--- config.mk ---
export PLATFORM = sky130hd
export DESIGN_NAME = bus_xcvr18
export DESIGN_NICKNAME = d
export VERILOG_FILES = /design/src/rtl/xcvr_pkg.sv /design/src/rtl/xcvr_sync2.sv /design/src/rtl/xcvr_lane.sv /design/src/rtl/bus_xcvr18.sv
export SDC_FILE = /design/constraint.sdc
export NUM_CORES = 1
export LEC_CHECK = 0
export BUFFER_PORTS_ARGS = -buffer_cell sky130_fd_sc_hd__buf_2
export CORE_AREA = 8 8 94 96
export DETAILED_ROUTE_END_ITERATION = 8
export DIE_AREA = 0 0 102 104
export SETUP_SLACK_MARGIN = 0.5
export SYNTH_ARGS = -nofsm -noshare
export SYNTH_HDL_FRONTEND = slang
export SYNTH_SLANG_ARGS = --single-unit
--- constraint.sdc ---
create_clock -name clk -period 1.5 [get_ports clk]
set_clock_uncertainty 0.1 [all_clocks]
set_input_delay 0.075 -clock clk [delete_from_list [all_inputs] [get_ports clk]]
set_output_delay 0.075 -clock clk [all_outputs]
set_load 0.05 [all_outputs]
--- src/rtl/xcvr_pkg.sv ---
package xcvr_pkg;
    typedef enum logic [1:0] {
        ST_HOLD = 2'd0,
        ST_PASS = 2'd1,
        ST_CAPT = 2'd2
    } elem_state_t;
endpackage

--- src/rtl/xcvr_sync2.sv ---
module xcvr_sync2 #(
    parameter int WIDTH  = 1,
    parameter int STAGES = 2
) (
    input  logic             clk,
    input  logic             rst,
    input  logic [WIDTH-1:0] d,
    output logic [WIDTH-1:0] q
);
    localparam int LAST = STAGES - 1;

    logic [WIDTH-1:0] chain [STAGES];

    always_ff @(posedge clk) begin
        if (rst) chain[0] <= '0;
        else     chain[0] <= d;
    end

    generate
        for (genvar s = 1; s < STAGES; s++) begin : g_stage
            always_ff @(posedge clk) begin
                if (rst) chain[s] <= '0;
                else     chain[s] <= chain[s-1];
            end
        end
    endgenerate

    assign q = chain[LAST];
endmodule

--- src/rtl/xcvr_lane.sv ---
module xcvr_lane
    import xcvr_pkg::*;
#(
    parameter int WIDTH       = 18,
    parameter int SYNC_STAGES = 2
) (
    input  logic             clk,
    input  logic             rst,
    input  logic [WIDTH-1:0] din,
    input  logic             drive_en,
    input  logic             pass_en,
    input  logic             strobe,
    output logic [WIDTH-1:0] dout,
    output logic             dout_en
);
    localparam int CTRL_W = 2;

    logic [CTRL_W-1:0] ctrl_s;
    logic              pass_s;
    logic              strobe_s;
    logic              strobe_d;
    logic              strobe_fall;
    elem_state_t       state_q;
    elem_state_t       state_n;
    logic              load;
    logic [WIDTH-1:0]  store_q;
    logic              oe_q;

    xcvr_sync2 #(.WIDTH(CTRL_W), .STAGES(SYNC_STAGES)) u_sync (
        .clk (clk),
        .rst (rst),
        .d   ({pass_en, strobe}),
        .q   (ctrl_s)
    );

    assign pass_s      = ctrl_s[1];
    assign strobe_s    = ctrl_s[0];
    assign strobe_fall = strobe_d & ~strobe_s;

    always_ff @(posedge clk) begin
        if (rst) strobe_d <= 1'b0;
        else     strobe_d <= strobe_s;
    end

    // Next-state logic: the same rules from every state
    always_comb begin
        state_n = ST_HOLD;
        unique case (state_q)
            ST_HOLD: begin
                if (pass_s)           state_n = ST_PASS;   // open
                else if (strobe_fall) state_n = ST_CAPT;   // strobe
                else                  state_n = ST_HOLD;   // keep
            end
            ST_PASS: begin
                if (pass_s)           state_n = ST_PASS;   // stay open
                else if (strobe_fall) state_n = ST_CAPT;   // strobe
                else                  state_n = ST_HOLD;   // close
            end
            ST_CAPT: begin
                if (pass_s)           state_n = ST_PASS;   // open
                else if (strobe_fall) state_n = ST_CAPT;   // strobe again
                else                  state_n = ST_HOLD;   // close
            end
            default:                  state_n = ST_HOLD;
        endcase
    end

    assign load = (state_n != ST_HOLD);

    // State register
    always_ff @(posedge clk) begin
        if (rst) state_q <= ST_HOLD;
        else     state_q <= state_n;
    end

    // Output registers
    always_ff @(posedge clk) begin
        if (rst) begin
            store_q <= '0;
            oe_q    <= 1'b0;
        end else begin
            if (load) store_q <= din;
            oe_q <= drive_en;
        end
    end

    assign dout    = store_q;
    assign dout_en = oe_q;

    p_pass_follow_r2: assert property (@(posedge clk) disable iff (rst)
        (state_q == ST_PASS) |-> (dout == $past(din)));

    p_hold_stable_r3: assert property (@(posedge clk) disable iff (rst)
        (!$past(rst) && state_q == ST_HOLD) |-> (dout == $past(dout)));

    p_capture_r4: assert property (@(posedge clk) disable iff (rst)
        (state_q == ST_CAPT) |-> (dout == $past(din)));

    p_reset_clear_r9: assert property (@(posedge clk) disable iff (rst)
        $past(rst) |-> (dout == '0 && !dout_en && state_q == ST_HOLD));
endmodule

--- src/rtl/bus_xcvr18.sv ---
module bus_xcvr18 #(
    parameter int WIDTH       = 18,
    parameter int SYNC_STAGES = 2
) (
    input  logic             clk,
    input  logic             rst,
    input  logic [WIDTH-1:0] a_in,
    output logic [WIDTH-1:0] a_out,
    output logic             a_oe,
    input  logic [WIDTH-1:0] b_in,
    output logic [WIDTH-1:0] b_out,
    output logic             b_oe,
    input  logic             ab_drive_en,
    input  logic             ab_pass,
    input  logic             ab_strobe,
    input  logic             ba_drive_en,
    input  logic             ba_pass,
    input  logic             ba_strobe
);
    xcvr_lane #(.WIDTH(WIDTH), .SYNC_STAGES(SYNC_STAGES)) u_a2b (
        .clk      (clk),
        .rst      (rst),
        .din      (a_in),
        .drive_en (ab_drive_en),
        .pass_en  (ab_pass),
        .strobe   (ab_strobe),
        .dout     (b_out),
        .dout_en  (b_oe)
    );

    xcvr_lane #(.WIDTH(WIDTH), .SYNC_STAGES(SYNC_STAGES)) u_b2a (
        .clk      (clk),
        .rst      (rst),
        .din      (b_in),
        .drive_en (ba_drive_en),
        .pass_en  (ba_pass),
        .strobe   (ba_strobe),
        .dout     (a_out),
        .dout_en  (a_oe)
    );

    // with the B-to-A controls idle and held low, side A output stays put
    p_dir_indep_r7: assert property (@(posedge clk) disable iff (rst)
        (!$past(rst) && !$past(ba_pass) && !$past(ba_pass, 2) && !$past(ba_pass, 3)
         && !$past(ba_strobe) && !$past(ba_strobe, 2) && !$past(ba_strobe, 3)
         && !$past(ba_strobe, 4))
        |-> (a_out == $past(a_out)));
endmodule

Word level (Yosys, flattened, before mapping)
Memories as Yosys holds them, arrays and structs flattened.
Index checks and enable logic that the tools add are counted.
Widths: inputs -> output; s select.
- bits in read-only memories: 0
- RAM bits: 8
- memories kept: 2
- input bits: 44
- output and inout bits: 38
- bits in latches: 0
- bits in registers: 44
- memory list (memory ; depth ; bits a word ; rd ports ; clocked after memory_dff ; wr ports ; RTL line ; RTL):
    u_a2b.u_sync.chain ; 2 ; 2 ; 2 ; 0 ; 2 ; xcvr_sync2.sv:12 ; logic [WIDTH-1:0] chain [STAGES];
    u_b2a.u_sync.chain ; 2 ; 2 ; 2 ; 0 ; 2 ; xcvr_sync2.sv:12 ;
- magnitude comparators: 0
- div/mod/pow operators: 0
- $mul: 0
- equality and inequality tests: 4
- bitwise gates (word level): 8
- reductions and logical operators: 6
- muxes and demuxes: 13
- shift-type cells: 0
- add/subtract/negate cells: 0
- operators by type and width (cell ; number):
    $mux 2 ; 10
    $reduce_or 3->1 ; 2
    $eq 2x1->1 const B ; 2
    $eq 2x2->1 const B ; 2
    $logic_not 2->1 ; 2
    $or 1x1->1 ; 4
    $reduce_bool 2->1 ; 2
    $mux 1 ; 3
    $and 1x1->1 ; 2
    $not 1->1 ; 2

Logic depth before layout (Yosys ltp)
Gate-level depths: netlist (run 1).
- depth after elaboration: 6
- mapped depth: 5
- depth with buffers taken out: 3

By module
Synthesis (run 1) repeated with hierarchy kept, for this count alone.
- cells, all modules: 194
- area, all modules: 2122.0 µm²
- modules (own cells, without submodules) (module ; cells an instance ; area an instance (µm²) ; instances ; seq. area each (µm²)):
    xcvr_lane ; 89 ; 955.9 ; 2 ; 440.4
    xcvr_sync2 ; 8 ; 105.1 ; 2 ; 80.1

Least setup slack after synthesis (run 1)
Ideal clock, no wire load.
- kind: register to register
- start point: memory u_a2b.u_sync.chain[1][0] in the netlist's numbering
- end point: register u_a2b.store_q[10], in the netlist u_a2b.dout[10]
- data arrival time: 1012 ps
- setup time: 72 ps
- path buffers: 2
- stages on the path, launching flop included: 6
- path slack: 316 ps
- path through: dfxtp_1 -> nor2b_4 -> a2bb2oi_2 -> buf_6 -> buf_12 -> mux2i_1
- RTL lines (element ; RTL line ; RTL):
    from (decl) ; xcvr_sync2.sv:12 ;
    to (signal assigned) ; xcvr_lane.sv:82 ; if (load) store_q <= din;
    to (decl) ; xcvr_lane.sv:26 ; logic [WIDTH-1:0] store_q;

Final worst setup path (run 1)
- start point: register u_b2a.strobe_d
- end point: register u_b2a.store_q[3], in the netlist u_b2a.dout[3]
- longest elaborated chain between the ends: 5
- ends and longest elaborated chain (element ; RTL line ; RTL):
    from (decl) ; xcvr_lane.sv:21 ; logic strobe_d;
    from (signal assigned) ; xcvr_lane.sv:42 ; else strobe_d <= strobe_s;
    $and 1x1->1 ; xcvr_lane.sv:38 ; assign strobe_fall = strobe_d & ~strobe_s;
    $mux 2 ; xcvr_lane.sv:51, xcvr_lane.sv:56, xcvr_lane.sv:61 ;
    $mux 2 ; xcvr_lane.sv:55 ; if (pass_s) state_n = ST_PASS;
    $mux 2 ; - ;
    $reduce_bool 2->1 ; xcvr_lane.sv:68 ; assign load = (state_n != ST_HOLD);
    to (signal assigned) ; xcvr_lane.sv:82 ;
    to (decl) ; xcvr_lane.sv:26 ;
Every way passes these cells.
A chain may end at the register's enable or synchronous reset.

==> results of run 1 <==
worst max path at each step:
stage / start / to / cells after the start / slack (ns)
floorplan: u_a2b.strobe_d / u_a2b.dout[10] / 5 / 0.32
global placement: u_b2a.strobe_d / u_b2a.dout[5] / 4 / 0.32
detailed placement: u_a2b.strobe_d / u_a2b.dout[1] / 4 / 0.28
CTS: u_b2a.strobe_d / u_b2a.dout[17] / 4 / 0.27
global route: u_a2b.strobe_d / u_a2b.dout[13] / 4 / 0.17
finish: u_b2a.strobe_d / u_b2a.dout[3] / 4 / 0.22
logic make-up (layout without fill, tap and decap cells):
kind of cell / Yosys count / in the layout / share of synthesized area, %
AO/OA/AOI/OAI: 4 / 4 / 1.881
buffers and inverters: 13 / 147 / 4.645
flip-flops: 52 / 52 / 48.91
multiplexers: 36 / 36 / 16.93
AND/OR/NAND/NOR: 90 / 90 / 27.63
registers in the layout, indices dropped and copies added, names as in the netlist:
signal and count:
u_b2a.dout_en 1, u_b2a.dout 18, u_a2b.dout 18, u_a2b.state_q 2, u_b2a.state_q 2, u_a2b.strobe_d 1, u_a2b.dout_en 1, u_b2a.strobe_d 1
u_a2b.u_sync.chain 4, u_b2a.u_sync.chain 4
synth_stat cells:
cell / instances / area (sq um)
and3b_1: 2 / 17.52
nor2b_2: 2 / 17.52
clkbuf_1: 7 / 26.28
nor2b_1: 10 / 62.56
buf_6: 2 / 22.52
a2bb2oi_2: 2 / 30.03
nand2b_1: 72 / 450.4
dfxtp_1: 52 / 1041
nor2b_4: 2 / 27.53
mux2i_1: 36 / 360.4
buf_12: 2 / 40.04
and2_1: 2 / 12.51
buf_2: 2 / 10.01
a21oi_1: 2 / 10.01
routing by layer:
layer / GRT usage, % / vias up / part of all wire, %
met5: 0 / - / 0
met4: 3.148 / 0 / 2.0
met3: 3.882 / 10 / 7.4
met2: 16.86 / 59 / 48
met1: 11.85 / 816 / 42
li1: - / 888 / -
worst register-to-register path: stages (launching register included):
cell and delay [ns]:
dfxtp_1 0.32, nor2b_4 0.16, a2bb2oi_4 0.22, buf_12 0.17, mux2i_2 0.23
stage by stage:
step	power, W	hold WS [ns]	std cells	utilization (%)
after floorplan	0.001860	0.1032	195	-
after detailed placement	0.001994	0.1897	368	35.25
final	0.003079	0.1489	431	50.02
after global routing	0.003242	0.1761	431	50.02
after CTS	0.003055	0.1338	418	46.44
after global placement	0.001987	0.1868	368	35.25
final cells by class:
type / instances / area share (%)
well taps: 102 / 3.426
flip-flops and latches: 52 / 29.29
clock buffers: 7 / 2.586
multi-input cells: 130 / 27.24
repair buffers: 140 / 37.45
repair_timing:
| action | CTS | global route |
|---|---|---|
| endpoints found under the hold margin | 42 | 0 |
| gates cloned | 0 | 2 |
| setup buffers | 1 | 11 |
| gates resized for setup | 117 | 35 |
| hold buffers | 42 | 0 |
| setup endpoints to repair | 74 | 74 |
power by group through the flow:
stage	logic, W	clock network, W	registers [W]
2_1_floorplan	0.000183	0	0.00168
3_3_place_gp	0.000483	0	0.00150
3_5_place_dp	0.000488	0	0.00151
4_1_cts	0.000641	0.000918	0.00150
5_1_grt	0.000752	0.000976	0.00151
6_report	0.000712	0.000863	0.00150
==> results.sh, run 1 <==
export IMPL_insertion_delay_ns=0.30
export IMPL_worstReg2RegEnd="u_b2a.dout[3]"
export IMPL_mostFrequentLayoutCells="nand2b_1, buf_2, dlygate4sd3_1"
export IMPL_clk_pin_slew_ns=0.09
export IMPL_grt_max_degree=87
export IMPL_setup_violations=0
export IMPL_seqPwrFrac_pct=48.9
export IMPL_min_path_type="in2reg"
export IMPL_power_frac_clock_pct=28.0
export IMPL_maxCapViolations=0
export IMPL_gp_congestion=0.6564
export IMPL_die_width_um=102
export IMPL_setup_slack_ns=0.2233
export IMPL_num_vias=1773
export IMPL_crit_slowest_cell="dfxtp_1"
export IMPL_yosysSeqAreaShare_pct=48.91
export IMPL_drcViolationCount=0
export IMPL_cpPeakStageDelay_ns=0.32
export IMPL_criticalPathCategory="reg2reg"
export IMPL_dp_hpwl_mm=3.078
export IMPL_cts_tree="yes"
export IMPL_ir_worst_vdd_mv=0.3868
export IMPL_fmax_mhz=783.3
export IMPL_fin_crit_sh_pct=85.11
export IMPL_syn_nets=239
export IMPL_grt_pass1_wl_mm=8.866
export IMPL_r2r_start="u_b2a.strobe_d"
export IMPL_critPathTopFamily="flip-flops"
export IMPL_period_minus_slack_ns=1.277
export IMPL_die_h_um=104
export IMPL_routed_wl_mm=5.679
export IMPL_pre_cts_ws_ns=0.2845
export IMPL_ant_nets=0
export IMPL_switching_power_w=0.0008304
export IMPL_crit_buf_inv=1
export IMPL_p_leak_nw=1.551
export IMPL_ys_seq_elements=52
export IMPL_area_delta_synth_final_pct=75.01
export IMPL_start_util_pct=28.58
export IMPL_slew_headroom_pct=81.68
export IMPL_post_drt_wl_per_cell_um=13.18
export IMPL_mostFrequentLayoutCell="nand2b_1"
export IMPL_yosys_warnings=0
export IMPL_crit_chain="nor2b_4, a2bb2oi_4, buf_12, mux2i_2"
export IMPL_crit_path_end_kind="flop"
export IMPL_die_area_sq_mm=0.01061
export IMPL_final_net_count=373
export IMPL_antenna_found_initial=0
export IMPL_cts_buffers=5
export IMPL_nFillCells=651
export IMPL_cp_max_fo=9
export IMPL_syn_inst=195
export IMPL_reg2reg_slack_ns=0.22
export IMPL_slew_viol_final=0
export IMPL_syn_area_per_cell_sq_um=10.91
export IMPL_rsz0062_at_grt="yes"
export IMPL_drive_above_1_share_pct=46.20
export IMPL_multiInputGateArea_sq_mm=0.001015
export IMPL_finalSetupTns_ns=0
export IMPL_syn_cell_area_sq_mm=0.002128
export IMPL_io_pins=82
export IMPL_power_frac_comb_pct=23.1
export IMPL_regArea_sq_mm=0.001091
export IMPL_drtPass1Iterations=3
export IMPL_startpoint_type="flop"
export IMPL_hold_path_end="u_b2a.u_sync.chain[1][1]"
export IMPL_power_density_mw_per_mm2=826.6
export IMPL_ys_types=14
export IMPL_hold_viol=0
export IMPL_fp_coreArea_sq_mm=0.007447
export IMPL_internal_power_w=0.002249
export IMPL_p_sw_share_pct=26.97
export IMPL_r2r_cells=4
export IMPL_grt_pass1_vias=1876
export IMPL_diodes=0
export IMPL_clock_sinks=52
export IMPL_globalRouteOverflowTotal=0
export IMPL_min_from="rst"
export IMPL_htree_levels=2
export IMPL_root_buffer="clkbuf_8"
export IMPL_routed_via_density=4.114
export IMPL_drt_iter0_drc=23
export IMPL_worstPathArrival_ns=1.40
export IMPL_required_ns=1.62
export IMPL_portBuffers=81
export IMPL_fin_area_sq_mm=0.003725
export IMPL_hold_depth=3
export IMPL_grt_usage_pct=10.25
export IMPL_worstMarginPinSlew_ns=0.2749
export IMPL_clockBufferDepth=2
export IMPL_rows=32
export IMPL_status="finished, final reports clean"
export IMPL_post_dp_cell_area_sq_mm=0.002625
(Power assumes the default switching activity.)
==> inputs of run 2 (changes only) <==
- BUFFER_PORTS_ARGS: -buffer_cell sky130_fd_sc_hd__buf_2 -> -buffer_cell sky130_fd_sc_hd__buf_4
==> run 2 against run 1 <==
Routed wire length fell by 3.8%. Final cell count grew 0.46%. Sequential power hardly changed. Utilization rose by 1.1 points. Critical path depth unchanged. Clock power fell by 4.8%. Global-route usage fell by 0.17 points. Worst hold slack lost 0.079 ns. Highest routed layer unchanged.
==> results.sh, run 2 (same netlist as run 1, synthesis figures left out) <==
export IMPL_fin_crit_sh_pct=83.29
export IMPL_die_area_sq_mm=0.01061
export IMPL_min_path_type="in2reg"
export IMPL_clk_pin_slew_ns=0.09
export IMPL_clock_sinks=52
export IMPL_hold_viol=0
export IMPL_rsz0062_at_grt="yes"
export IMPL_grt_pass1_wl_mm=8.680
export IMPL_fp_coreArea_sq_mm=0.007447
export IMPL_crit_chain="nor2b_4, a2bb2oi_2, buf_12, mux2i_1"
export IMPL_clockBufferDepth=2
export IMPL_htree_levels=2
export IMPL_finalPower_w=0.003061
export IMPL_power_density_mw_per_mm2=804.7
export IMPL_gp_congestion=0.6443
export IMPL_cpPeakStageDelay_ns=0.32
export IMPL_portBuffers=81
export IMPL_criticalPathCategory="reg2reg"
export IMPL_drive_above_1_share_pct=45.92
export IMPL_mostFrequentLayoutCell="nand2b_1"
export IMPL_drtPass1Iterations=4
export IMPL_fmax_mhz=800.4
export IMPL_drt_iter0_drc=57
export IMPL_antenna_found_initial=0
export IMPL_ir_worst_vdd_mv=0.4145
export IMPL_io_pins=82
export IMPL_maxCapViolations=0
export IMPL_routed_via_density=4.023
export IMPL_grt_max_degree=38
export IMPL_area_delta_synth_final_pct=78.72
export IMPL_final_net_count=374
export IMPL_cts_buffers=5
export IMPL_period_minus_slack_ns=1.249
export IMPL_die_h_um=104
export IMPL_dp_hpwl_mm=3.276
export IMPL_globalRouteOverflowTotal=0
export IMPL_cts_tree="yes"
export IMPL_setup_violations=0
export IMPL_mostFrequentLayoutCells="nand2b_1, buf_4, dlygate4sd3_1"
export IMPL_num_vias=1742
export IMPL_status="finished, final reports clean"
export IMPL_nFillCells=674
export IMPL_start_util_pct=28.58
export IMPL_finalSetupTns_ns=0
export IMPL_rows=32
export IMPL_drcViolationCount=0
export IMPL_grt_usage_pct=10.08
export IMPL_slew_viol_final=0
export IMPL_diodes=0
export IMPL_p_leak_nw=1.584
export IMPL_worstMarginPinSlew_ns=0.3396
export IMPL_worstPathArrival_ns=1.37
export IMPL_post_drt_wl_per_cell_um=12.62
export IMPL_cp_max_fo=18
export IMPL_startpoint_type="flop"
export IMPL_critPathTopFamily="flip-flops"
export IMPL_ant_nets=0
export IMPL_slew_headroom_pct=77.36
export IMPL_routed_wl_mm=5.464
export IMPL_post_route_util_pct=51.08
export IMPL_die_width_um=102
export IMPL_required_ns=1.62
export IMPL_root_buffer="clkbuf_8"
export IMPL_crit_path_end_kind="flop"
export IMPL_grt_pass1_vias=1867
export IMPL_crit_slowest_cell="dfxtp_1"
export IMPL_insertion_delay_ns=0.30
export IMPL_crit_buf_inv=1
==> run 2: layout make-up <==
cell class              count  area (sq um)  area share, %
repair buffers            141          1494          39.28
flip-flops and latches     52          1090          28.65
multi-input cells         130         999.7          26.28
well taps                 102         127.6          3.355
clock buffers               6         82.58          2.171
clock inverters             2         10.01         0.2632
==> run 2: worst paths after layout <==
path / start / end / slack, ns / depth (start not counted)
max: u_a2b.strobe_d / u_a2b.dout[1] / 0.25 / 4
min: rst / u_b2a.strobe_d / 0.07 / 2
min reg2reg: u_b2a.u_sync.chain[0][1] / u_b2a.u_sync.chain[1][1] / 0.34 / 1
max reg2reg: u_a2b.strobe_d / u_a2b.dout[1] / 0.25 / 4
==> run 2: metrics by stage <==
stage	hold slack, ns	setup WS (ns)	area [sq um]	instances
2_1_floorplan	0.1032	0.3178	2131	195
3_3_place_gp	0.1840	0.3309	2848	369
3_5_place_dp	0.1914	0.2743	2848	369
4_1_cts	0.05879	0.2564	3628	423
5_1_grt	0.07337	0.1619	3804	433
6_report	0.06985	0.2506	3804	433
==> run 2: per-layer routing <==
| metal | wire (um) | share of wire (%) | GRT usage (%) | up-vias |
|---|---|---|---|---|
| met5 | 0 | 0 | 0 | - |
| met4 | 60 | 1.1 | 2.833 | 0 |
| met3 | 466 | 8.5 | 4.150 | 6 |
| met2 | 2719 | 50 | 16.95 | 54 |
| met1 | 2217 | 41 | 11.23 | 793 |
| li1 | - | - | - | 889 |
==> run 2: where the power goes <==
part / internal [W] / total (W) / switching (W)
Clock: 0.000369 / 0.000822 / 0.000452
Sequential: 0.00145 / 0.00150 / 0.0000493
Combinational: 0.000407 / 0.000736 / 0.000329
==> run 2: what timing repair did <==
| action | 4_1_cts | 5_1_grt |
|---|---|---|
| hold endpoints to repair | 42 | 0 |
| pin swaps | 0 | 0 |
| buffers inserted | 4 | 9 |
| cloned | 0 | 1 |
| endpoints found under the setup margin | 72 | 74 |
| resized for setup | 86 | 22 |
| hold buffers | 42 | 0 |
==> inputs of run 3 (changes only) <==
- ABC_AREA: not set -> 1
- CORE_AREA: 8 8 94 96 -> 8 8 92 94
- DIE_AREA: 0 0 102 104 -> 0 0 100 102
- clock period: 1.5 -> 1 ns (I/O delays scaled with it)
==> run 3 against run 2 <==
The flow now finishes with violations (negative hold slack, negative setup slack). Critical path depth grew 3. Register-to-register slack lost 0.42 ns. First-iteration DRC count grew 47%. Via count grew 6.3%.
==> results.sh, run 3 <==
export IMPL_seqPwrFrac_pct=48.6
export IMPL_p_sw_share_pct=30.73
export IMPL_synth_async_reset_ratio_pct=0
export IMPL_holdWs_ns=-0.1553
export IMPL_yosys_warnings=0
export IMPL_root_buffer="clkbuf_8"
export IMPL_cp_max_fo=26
export IMPL_grt_pass1_vias=1851
export IMPL_portBuffers=81
export IMPL_area_delta_synth_final_pct=74.77
export IMPL_io_pins=82
export IMPL_yosysSeqAreaShare_pct=51.33
export IMPL_setup_violations=36
export IMPL_busiest_layer="met2"
export IMPL_internal_power_w=0.003237
export IMPL_required_ns=1.09
export IMPL_antenna_found_initial=0
export IMPL_drt_iter0_drc=84
export IMPL_clock_sinks=52
export IMPL_r2r_cells=7
export IMPL_die_width_um=100
export IMPL_multiInputGateArea_sq_um=917.1
export IMPL_ys_types=18
export IMPL_yosys_area_top_type_share_pct=51.33
export IMPL_fp_coreArea_sq_mm=0.007059
export IMPL_insertion_delay_ns=0.30
export IMPL_pre_cts_ws_ns=-0.3541
export IMPL_use_met1_pct=12.78
export IMPL_drive_above_1_share_pct=48.20
export IMPL_hold_viol=49
export IMPL_worstMarginPinSlew_ns=0.2093
export IMPL_p_leak_nw=1.649
export IMPL_routed_wl_mm=5.351
export IMPL_reg2reg_slack_ns=-0.17
export IMPL_post_route_util_pct=50.21
export IMPL_use_met3_pct=4.700
export IMPL_drcViolationCount=0
export IMPL_die_area_sq_mm=0.01020
export IMPL_start_util_pct=28.73
export IMPL_syn_cell_area_sq_mm=0.002028
export IMPL_rsz0062_at_grt="yes"
export IMPL_crit_path_end_kind="flop"
export IMPL_status="finished, violations left"
export IMPL_diodes=0
export IMPL_fin_crit_sh_pct=116.6
export IMPL_grt_pass1_wl_mm=8.818
export IMPL_ys_seq_elements=52
export IMPL_synth_most_common_cell="nor2_1"
export IMPL_r2r_start="u_b2a.u_sync.chain[1][0]"
export IMPL_startpoint_type="flop"
export IMPL_clk_pin_slew_ns=0.09
export IMPL_ys_top_cells_by_area="dfxtp_1, nor2_1, nand2_1"
export IMPL_min_path_type="in2reg"
export IMPL_nFillCells=713
export IMPL_routed_via_density=4.026
export IMPL_criticalPathCategory="reg2reg"
export IMPL_syn_nets=309
export IMPL_synth_commonest_cells="nor2_1, nand2_1, dfxtp_1"
export IMPL_mostFrequentLayoutCells="nor2_1, nand2_1, buf_4"
export IMPL_drtPass1Iterations=4
export IMPL_synth_area_leader_cell="dfxtp_1"
export IMPL_hold_path_end="u_b2a.u_sync.chain[0][1]"
export IMPL_dp_hpwl_mm=3.578
export IMPL_grt_usage_pct=10.86
export IMPL_slew_viol_final=0
export IMPL_fmax_mhz=857.9
export IMPL_cts_buffers=5
export IMPL_post_drt_wl_per_cell_um=11.63
export IMPL_ant_nets=0
export IMPL_htree_levels=2
export IMPL_die_h_um=102
export IMPL_slew_headroom_pct=85.92
export IMPL_final_net_count=404
export IMPL_syn_area_per_cell_sq_um=7.654
export IMPL_num_vias=1852
export IMPL_hold_depth=3
export IMPL_mostFrequentLayoutCell="nor2_1"
export IMPL_grt_max_degree=27
export IMPL_synth_main_ff_cell="dfxtp_1"
export IMPL_globalRouteOverflowTotal=0
export IMPL_violations="negative hold slack, negative setup slack"
export IMPL_worstPathArrival_ns=1.26
export IMPL_clockBufferDepth=2
export IMPL_cts_tree="yes"
export IMPL_grt_util_met2_pct=17.55
export IMPL_ir_worst_vdd_mv=0.6946
export IMPL_period_minus_slack_ns=1.166
export IMPL_power_frac_clock_pct=24.6
export IMPL_power_frac_comb_pct=26.8
export IMPL_maxCapViolations=0
export IMPL_switching_power_w=0.001436
export IMPL_rows=31
export IMPL_syn_inst=265
export IMPL_gp_congestion=0.7138
export IMPL_min_from="ba_pass"
export IMPL_synth_edf_count=0
export IMPL_regArea_sq_mm=0.001197
export IMPL_power_density_mw_per_mm2=1318
export IMPL_worstReg2RegEnd="u_b2a.dout[9]"
export IMPL_setup_slack_ns=-0.1657
## run 3: cell count changes after synthesis, sizes merged, moves of 4 or more
cell / before / now
buf: 6 / 10
clkbuf: 7 / 1
inv: 0 / 33
mux2i: 36 / 0
nand2: 0 / 59
nand2b: 72 / 0
nand3b: 0 / 18
nor2: 0 / 86
nor2b: 14 / 0
## run 3: power groups by stage
stage	combinational [W]	sequential (W)	clock, W
after detailed placement	0.00107	0.00228	0
after global routing	0.00135	0.00229	0.00129
final	0.00125	0.00227	0.00115
after global placement	0.00106	0.00228	0
after floorplan	0.000333	0.00266	0
after CTS	0.00126	0.00227	0.00121
## run 3: area by class of cell
type                       count  area share (%)
sequential                    52           33.78
timing repair buffer          95           30.96
multi-input combinational    172           25.87
inverter                      34           3.600
tap                           99           3.495
clock buffer                   7           2.153
clock inverter                 1          0.1412
## run 3: worst max-delay path by stage
stage,slack [ns],depth (start not counted),start,endpoint
after floorplan,-0.12,7,u_b2a.u_sync.chain[1][0],u_b2a.dout[16]
after global placement,-0.32,5,u_a2b.strobe_d,u_a2b.dout[12]
after detailed placement,-0.35,5,u_a2b.strobe_d,u_a2b.dout[13]
after CTS,-0.16,7,u_b2a.u_sync.chain[1][0],u_b2a.dout[4]
after global routing,-0.28,7,u_b2a.u_sync.chain[1][0],u_b2a.dout[6]
final,-0.17,7,u_b2a.u_sync.chain[1][0],u_b2a.dout[9]
## run 3: kinds of logic after synthesis
| kind of cell | share of synthesized area (%) |
|---|---|
| AOI/OAI and AO/OA | 1.604 |
| buffers and inverters | 10.80 |
| DFF | 51.33 |
| and+or+nand+nor | 36.27 |
## run 3: critical path: stages (launching register included)
cell	delay [ns]
dfxtp_1	0.32
inv_2	0.05
nand2_2	0.06
a21oi_4	0.18
buf_12	0.18
nand2_1	0.07
nand2_1	0.06
nor2_1	0.04
## run 3: per-layer routing
metal | share of wire [%] | routed length (um) | vias up
met3 | 9.0 | 479 | 5
met4 | 0.71 | 38 | 0
met5 | 0 | 0 | -
met1 | 44 | 2367 | 809
met2 | 46 | 2465 | 57
li1 | - | - | 981
## run 3: timing repair
| action | CTS | global route |
|---|---|---|
| buffers inserted | 6 | 0 |
| hold endpoints to repair | 49 | 49 |
| gates resized for setup | 91 | 4 |
| pin swaps | 14 | 3 |
| endpoints found under the setup margin | 84 | 84 |
| gates cloned | 4 | 0 |
## run 3: metrics by stage
| step | total power [W] | cells | cell area [sq um] | hold slack, ns | setup TNS [ns] |
|---|---|---|---|---|---|
| floorplan | 0.002993 | 265 | 2237 | 0.05253 | -2.667 |
| global placement | 0.003340 | 442 | 2943 | 0.1510 | -7.770 |
| detailed placement | 0.003350 | 442 | 2943 | 0.1553 | -8.395 |
| CTS | 0.004742 | 460 | 3537 | -0.1638 | -4.837 |
| global route | 0.004932 | 460 | 3545 | -0.1508 | -8.042 |
| finish | 0.004673 | 460 | 3545 | -0.1553 | -4.412 |
